### src/rtl/typec_src_pkg.sv
package typec_src_pkg;

  typedef enum logic [1:0] {
    CC_OPEN = 2'd0,
    CC_RD   = 2'd1,
    CC_RA   = 2'd2
  } cc_term_e;

  typedef enum logic [1:0] {
    RP_DEF = 2'd0,
    RP_1A5 = 2'd1,
    RP_3A0 = 2'd2
  } rp_lvl_e;

  typedef enum logic [2:0] {
    ST_UNATT,
    ST_ATTWAIT,
    ST_SRC,
    ST_AUDIO,
    ST_DBG_UN,
    ST_DBG_OR,
    ST_ERR
  } src_st_e;

  typedef enum logic [1:0] {
    PAT_NONE,
    PAT_SINK,
    PAT_AUDIO,
    PAT_DEBUG
  } pat_kind_e;

  localparam logic [2:0] MODE_NONE   = 3'd0;
  localparam logic [2:0] MODE_SINK   = 3'd1;
  localparam logic [2:0] MODE_AUDIO  = 3'd2;
  localparam logic [2:0] MODE_DBG_UN = 3'd3;
  localparam logic [2:0] MODE_DBG_OR = 3'd4;

  function automatic pat_kind_e pat_of(input cc_term_e a, input cc_term_e b);
    if (a == CC_RA && b == CC_RA)      return PAT_AUDIO;
    else if (a == CC_RD && b == CC_RD) return PAT_DEBUG;
    else if (a == CC_RD || b == CC_RD) return PAT_SINK;
    else                               return PAT_NONE;
  endfunction

endpackage

### src/rtl/typec_cc_class.sv
module typec_cc_class
  import typec_src_pkg::*;
#(
  parameter int NCMP = 3
) (
  input  logic            clk,
  input  logic            rst,
  input  logic [NCMP-1:0] cmp,
  input  logic            hi_cur,
  output cc_term_e        term
);
  // bit0: below Ra level for default/1.5 A, bit1: below Ra level for 3.0 A,
  // bit2: below open level
  logic ra_hit;
  assign ra_hit = hi_cur ? cmp[1] : cmp[0];

  always_ff @(posedge clk) begin
    if (rst)         term <= CC_OPEN;
    else if (ra_hit) term <= CC_RA;
    else if (cmp[2]) term <= CC_RD;
    else             term <= CC_OPEN;
  end
endmodule

### src/rtl/typec_sat_timer.sv
module typec_sat_timer #(
  parameter int LIMIT = 4
) (
  input  logic clk,
  input  logic rst,
  input  logic clr,
  input  logic en,
  output logic done
);
  localparam int W = $clog2(LIMIT + 1);
  localparam logic [W-1:0] TERM = W'(LIMIT - 1);

  logic [W-1:0] cnt;

  assign done = (cnt == TERM);

  always_ff @(posedge clk) begin
    if (rst || clr)      cnt <= '0;
    else if (en && !done) cnt <= cnt + 1'b1;
  end
endmodule

### src/rtl/typec_src_ctrl.sv
module typec_src_ctrl
  import typec_src_pkg::*;
#(
  parameter int ATT_DEB_CYC    = 37_500_000,
  parameter int DET_DEB_CYC    = 2_500_000,
  parameter int ERR_REC_CYC    = 6_250_000,
  parameter int VBUS_GRACE_CYC = 75_000_000
) (
  input  logic       clk,
  input  logic       rst,
  input  logic [1:0] cur_sel,
  input  logic [2:0] cc1_cmp,
  input  logic [2:0] cc2_cmp,
  input  logic       vbus_ok,
  input  logic       vbus_safe0,
  input  logic       ot_flt,
  input  logic       pu_uv_flt,
  input  logic       cc_ov_flt,
  input  logic       vdd_uv,
  input  logic       vdd_ov,
  input  logic       vdd_uv_en,
  input  logic       vdd_ov_en,
  output logic [1:0] rp_level,
  output logic [1:0] term_en,
  output logic [1:0] vconn_en,
  output logic       orient_pull_low,
  output logic [2:0] att_mode,
  output logic       pwr_ok,
  output logic       disch_req
);
  localparam int NPIN = 2;
  localparam int NCMP = 3;

  // current level register
  rp_lvl_e rp_r;
  always_ff @(posedge clk) begin
    if (rst)                  rp_r <= RP_DEF;
    else if (cur_sel == 2'd3) rp_r <= RP_3A0;
    else                      rp_r <= rp_lvl_e'(cur_sel);
  end
  assign rp_level = rp_r;

  // per-pin classification
  logic [NCMP-1:0] cmp_in [NPIN];
  cc_term_e        cls    [NPIN];
  assign cmp_in[0] = cc1_cmp;
  assign cmp_in[1] = cc2_cmp;

  for (genvar p = 0; p < NPIN; p++) begin : g_pin
    typec_cc_class #(.NCMP(NCMP)) u_cls (
      .clk    (clk),
      .rst    (rst),
      .cmp    (cmp_in[p]),
      .hi_cur (rp_r == RP_3A0),
      .term   (cls[p])
    );
  end

  pat_kind_e pat_now;
  logic      sink_now;
  assign pat_now  = pat_of(cls[0], cls[1]);
  assign sink_now = (cls[1] == CC_RD) && (cls[0] != CC_RD);

  // state
  src_st_e   st, st_nxt;
  pat_kind_e pat_r;
  logic      sink_r;
  logic      orient_r, orient_nxt;
  logic      disch_r;

  logic pwr_st, att_any;
  assign pwr_st  = (st == ST_SRC) || (st == ST_DBG_UN) || (st == ST_DBG_OR);
  assign att_any = pwr_st || (st == ST_AUDIO);

  // timers
  logic att_done, det_done, err_done, grace_done;
  logic missing;

  always_comb begin
    case (st)
      ST_SRC:              missing = (cls[sink_r] != CC_RD);
      ST_AUDIO:            missing = (pat_now != PAT_AUDIO);
      ST_DBG_UN, ST_DBG_OR: missing = (cls[0] == CC_OPEN) && (cls[1] == CC_OPEN);
      default:             missing = 1'b0;
    endcase
  end

  typec_sat_timer #(.LIMIT(ATT_DEB_CYC)) u_att_tmr (
    .clk(clk), .rst(rst), .clr(st != ST_ATTWAIT), .en(1'b1), .done(att_done));

  typec_sat_timer #(.LIMIT(DET_DEB_CYC)) u_det_tmr (
    .clk(clk), .rst(rst), .clr(!att_any || !missing), .en(1'b1), .done(det_done));

  typec_sat_timer #(.LIMIT(ERR_REC_CYC)) u_err_tmr (
    .clk(clk), .rst(rst), .clr(st != ST_ERR), .en(1'b1), .done(err_done));

  typec_sat_timer #(.LIMIT(VBUS_GRACE_CYC + 1)) u_grace_tmr (
    .clk(clk), .rst(rst), .clr(!pwr_st), .en(1'b1), .done(grace_done));

  // fault merge
  logic fault;
  assign fault = ot_flt || pu_uv_flt || cc_ov_flt ||
                 (pwr_st && ((vdd_uv_en && vdd_uv) || (vdd_ov_en && vdd_ov) ||
                             (grace_done && !vbus_ok)));

  logic match;
  assign match = (pat_now == pat_r) && ((pat_r != PAT_SINK) || (sink_now == sink_r));

  always_comb begin
    st_nxt     = st;
    orient_nxt = orient_r;
    if (st != ST_ERR && fault) begin
      st_nxt     = ST_ERR;
      orient_nxt = 1'b0;
    end else begin
      case (st)
        ST_UNATT: begin
          orient_nxt = 1'b0;
          if (pat_now != PAT_NONE) st_nxt = ST_ATTWAIT;
        end
        ST_ATTWAIT: begin
          if (!match) st_nxt = ST_UNATT;
          else if (att_done) begin
            case (pat_r)
              PAT_AUDIO: st_nxt = ST_AUDIO;
              PAT_SINK:  if (vbus_safe0) begin
                           st_nxt     = ST_SRC;
                           orient_nxt = sink_r;
                         end
              PAT_DEBUG: if (vbus_safe0) st_nxt = ST_DBG_UN;
              default:   st_nxt = ST_UNATT;
            endcase
          end
        end
        ST_DBG_UN: begin
          if (missing && det_done) st_nxt = ST_UNATT;
          else if (cls[0] == CC_RA && cls[1] == CC_RD) begin
            st_nxt     = ST_DBG_OR;
            orient_nxt = 1'b0;
          end else if (cls[0] == CC_RD && cls[1] == CC_RA) begin
            st_nxt     = ST_DBG_OR;
            orient_nxt = 1'b1;
          end
        end
        ST_SRC, ST_AUDIO, ST_DBG_OR: begin
          if (missing && det_done) begin
            st_nxt     = ST_UNATT;
            orient_nxt = 1'b0;
          end
        end
        ST_ERR: begin
          if (err_done) st_nxt = ST_UNATT;
        end
        default: st_nxt = ST_UNATT;
      endcase
    end
  end

  always_ff @(posedge clk) begin
    if (rst) begin
      st       <= ST_UNATT;
      pat_r    <= PAT_NONE;
      sink_r   <= 1'b0;
      orient_r <= 1'b0;
      disch_r  <= 1'b0;
    end else begin
      st       <= st_nxt;
      orient_r <= orient_nxt;
      if (st == ST_UNATT) begin
        pat_r  <= pat_now;
        sink_r <= sink_now;
      end
      if (st_nxt == ST_ERR)                    disch_r <= 1'b1;
      else if (att_any && st_nxt == ST_UNATT)  disch_r <= 1'b1;
      else if (st != ST_ERR && vbus_safe0)     disch_r <= 1'b0;
    end
  end

  // output decode from registered state
  always_comb begin
    case (st)
      ST_SRC:    att_mode = MODE_SINK;
      ST_AUDIO:  att_mode = MODE_AUDIO;
      ST_DBG_UN: att_mode = MODE_DBG_UN;
      ST_DBG_OR: att_mode = MODE_DBG_OR;
      default:   att_mode = MODE_NONE;
    endcase
  end

  assign term_en         = (rst || st == ST_ERR) ? 2'b00 : 2'b11;
  assign vconn_en        = (st == ST_SRC) ? (orient_r ? 2'b01 : 2'b10) : 2'b00;
  assign orient_pull_low = orient_r && (st == ST_SRC || st == ST_DBG_OR);
  assign pwr_ok          = pwr_st;
  assign disch_req       = disch_r;

endmodule

### config.mk
export PLATFORM = sky130hd
export DESIGN_NAME = typec_src_ctrl
export DESIGN_NICKNAME = d
export VERILOG_FILES = /design/src/rtl/typec_src_pkg.sv /design/src/rtl/typec_cc_class.sv /design/src/rtl/typec_sat_timer.sv /design/src/rtl/typec_src_ctrl.sv
export SDC_FILE = /design/constraint.sdc
export NUM_CORES = 1
export LEC_CHECK = 0
export BUFFER_PORTS_ARGS = -buffer_cell sky130_fd_sc_hd__buf_2
export CAP_MARGIN = 0
export CORE_UTILIZATION = 43
export DETAILED_ROUTE_END_ITERATION = 12
export HOLD_SLACK_MARGIN = 0.08
export PLACE_DENSITY_LB_ADDON = 0.2
export SYNTH_ARGS = -nofsm -noshare
export SYNTH_HDL_FRONTEND = slang
export SYNTH_HIERARCHICAL = 1
export SYNTH_SLANG_ARGS = --single-unit
export TNS_END_PERCENT = 10
### constraint.sdc
create_clock -name clk -period 2.58 [get_ports clk]
set_input_delay 0.516 -clock clk [delete_from_list [all_inputs] [get_ports clk]]
set_output_delay 0.516 -clock clk [all_outputs]
set_load 0.05 [all_outputs]
==> flow_summary.yaml <==
clock_tree:
  cts_tree: "built"
  clock-root-buffer: "clkbuf_16"
  cts_buffer_depth: 2
  cts_buffers: 9
  clk_pin_slew_worst_paths_ps: 70
  clk_latency_ps: 360
  htree_levels: 3
  clock-sinks: 112
sta:
  fin_setup_tns_ps: -39.99
  tightest_slew_ps: 582.3
  worst_slack_ps: -39.99
  fmax_mhz: 381.7
  hold_violations: 0
  fin_crit_ps: 2620
  fin_worst_skew_ps: 6.434
  drv_slew: 0
  slew_headroom_pct: 60.88
  finalSetupViolCount: 1
  rsz0062_at_grt: "true"
  layout_worst_path_cycle_share_pct: 101.6
layout:
  fin_nets: 791
  final_layout_size_suffix_gt1_share_pct: 16.32
  final_cells: 948
  final_area_um2: 6783
  area_growth_pct: 12.61
  antenna_cells: 0
global_route:
  overflow: 0
  grt_use_met2_pct: 32.58
  grt_pass1_vias: 4986
  grt_pass1_wl_um: 23340
  grt_max_degree: 27
  grt_use_total_pct: 19.65
  grt_busiest_layer: "met2"
  antenna_found_initial: 0
  gr-usage-met1_pct: 25.33
  grtUsageMet3_pct: 4.906
run_status:
  status: "finished with violations"
  failed_checks: "setup timing"
power_and_ir_drop:
  p_clk_share_pct: 42.0
  power.total_mw: 3.422
  intPower_mw: 2.607
  vdd_drop_max_v: 0.0003331
  p_per_area_nw_per_um2: 504.5
  leakage_nw: 2.216
  switchingPower_uw: 815.3
  p_comb_share_pct: 6.5
  sw_frac_of_total_pct: 23.83
  pwr-share-seq_pct: 51.5
die:
  dieArea_um2: 14490
  fp.coreArea_um2: 13450
  initial_core_util_pct: 44.77
  pin_count: 31
  die_height_um: 120.4
  rows: 42
  die_x_um: 120.4
worst_setup_path:
  start_kind: "flop"
  reg2reg_from: "u_det_tmr/cnt[16]"
  worst_ep_required_time_ps: 2860
  arrival_ps: 2900
  crit_fanout: 2
  reg2regPathDepth: 8
  startpoint: "u_det_tmr/cnt[16]"
  cp-end-kind: "flop"
  critPathKind: "flop to flop"
synth:
  synth-edff-count: 0
  synth_top_area_share_pct: 37.22
  synthArstFlopShare_pct: 0
  ys_types: 87
  synth_area_leaders: "dfxtp_1, nor2_1, xor2_1"
  yosysSeqAreaShare_pct: 37.22
  syn_inst: 714
  synth_top_area_cell: "dfxtp_1"
  synth_flop_cell: "dfxtp_1"
  yosys_warnings: 6
  ys_ff_latch: 112
  synth.avg_cell_area_um2: 8.436
  synth.cell_area_um2: 6023
route:
  post_drt_wl_per_cell_um: 14.24
  drc: 0
  drtIter0Drc: 296
  num_vias: 5232
  dr.pass1.iters: 8
  totalWireLength_um: 13500
  via_per_inst: 5.519
  antenna_left: 0
placed_design:
  dpl.hpwl_um: 9778
  place_ws_ps: -80.76
  dp_cells: 930
  placed_area_um2: 6451
  portBuffers: 30
  gp_congestion: 0.8943
job:
  drv_cap: 0
worst_hold_path:
  min_from: "cur_sel[1]"
  hold_path_depth: 2
  hold_class: "input pin to flop"
==> routing by layer <==
metal	vias up	part of all wire [%]
li1	2663	-
met1	2463	48
met2	96	47
met3	10	3.9
met4	0	0.91
met5	-	0
==> power by group through the flow <==
stage	sequential, mW	combinational (mW)	clock, mW
2_1_floorplan	1.80	0.161	0
3_3_place_gp	1.80	0.215	0
3_5_place_dp	1.80	0.219	0
4_1_cts	1.76	0.220	1.48
5_1_grt	1.77	0.245	1.55
6_report	1.76	0.221	1.44
==> what timing repair did <==
item	4_1_cts	5_1_grt
setup buffers	2	0
resized for setup	2	1
pin swaps	4	0
hold buffers	0	0
endpoints found under the setup margin	2	2
==> cells by family (layout without fill, tap and decap cells) <==
logic type,count (synthesis),in the layout,share of synthesized area [%]
and+or+nand+nor,356,356,34.28
AOI/OAI and AO/OA,117,117,12.11
DFF,112,112,37.22
xor gates and xnor gates,58,58,8.434
buffers and inverters,54,97,4.861
muxes,11,11,1.994
adders and majority gates,5,5,1.039
other,1,16,0.06226
==> cells in the final DEF, fill, tap and decap left out, types with 15 or more instances in the layout <==
master / n
nor2_1: 78
nor4_1: 15
conb_1: 16
nor3_1: 19
or3_1: 31
xnor2_1: 28
o21ai_0: 34
xor2_1: 30
nand3_1: 40
buf_4: 25
a21oi_1: 37
nand4_1: 25
buf_2: 30
inv_1: 24
nand2_1: 46
dfxtp_1: 109
==> cell type report <==
class                   count  area [µm²]
clock buffers              11       242.7
clock inverters             5       62.56
fillers                  1318        6670
inverters                  26       97.59
multi-input cells         563        3573
flip-flops and latches    112        2248
well taps                 176       220.2
repair buffers             55       337.8
==> registers in the layout, indices dropped and copies added, names as in the netlist, 2 cells and up <==
name              flops
g_pin.u_cls/term      4
pat_r                 2
rp_level              2
st                    3
u_att_tmr/cnt        26
u_det_tmr/cnt        22
u_err_tmr/cnt        23
u_grace_tmr/cnt      27
==> stage by stage <==
step | hold slack (ps) | util, %
detailed placement | 483.1 | 47.95
floorplan | 450.1 | -
finish | 330.2 | 50.42
CTS | 313.0 | 50.37
global route | 313.3 | 50.42
global placement | 466.6 | 47.95
==> synthesized netlist by cell type, types with 5 or more instances <==
cell,number
nand3_1,40
a21oi_1,37
mux2i_1,9
xor2_1,30
xnor2_1,28
nor2_1,80
or4_1,12
nand4_1,25
o211ai_1,5
or3_1,31
and2_1,6
buf_2,5
nand2_1,46
inv_1,25
buf_4,7
clkbuf_1,9
nor4_1,15
nor3_1,19
and2_2,5
ha_1,5
dfxtp_1,112
a31oi_1,5
buf_6,5
and3_1,11
and4_1,7
o21ai_0,34
nor2b_1,6
a211oi_1,6
==> worst max-delay path, stage by stage (launching register included) <==
cell and delay [ps]:
dfxtp_1 320, or4_1 510, or4_4 580, nor2_4 140
inv_2 50, a211o_1 240, o311a_1 110, or4_1 390
a211oi_1 190
==> path summary, 6_finish.rpt <==
check	slack, ps	endpoint
worst max register to register	-40	orient_r
worst max-delay path	-40	orient_r
worst min register to register	490	u_grace_tmr/cnt[20]
worst min-delay path	330	rp_level[0]
No activity file was read; power rests on OpenSTA's default activity.
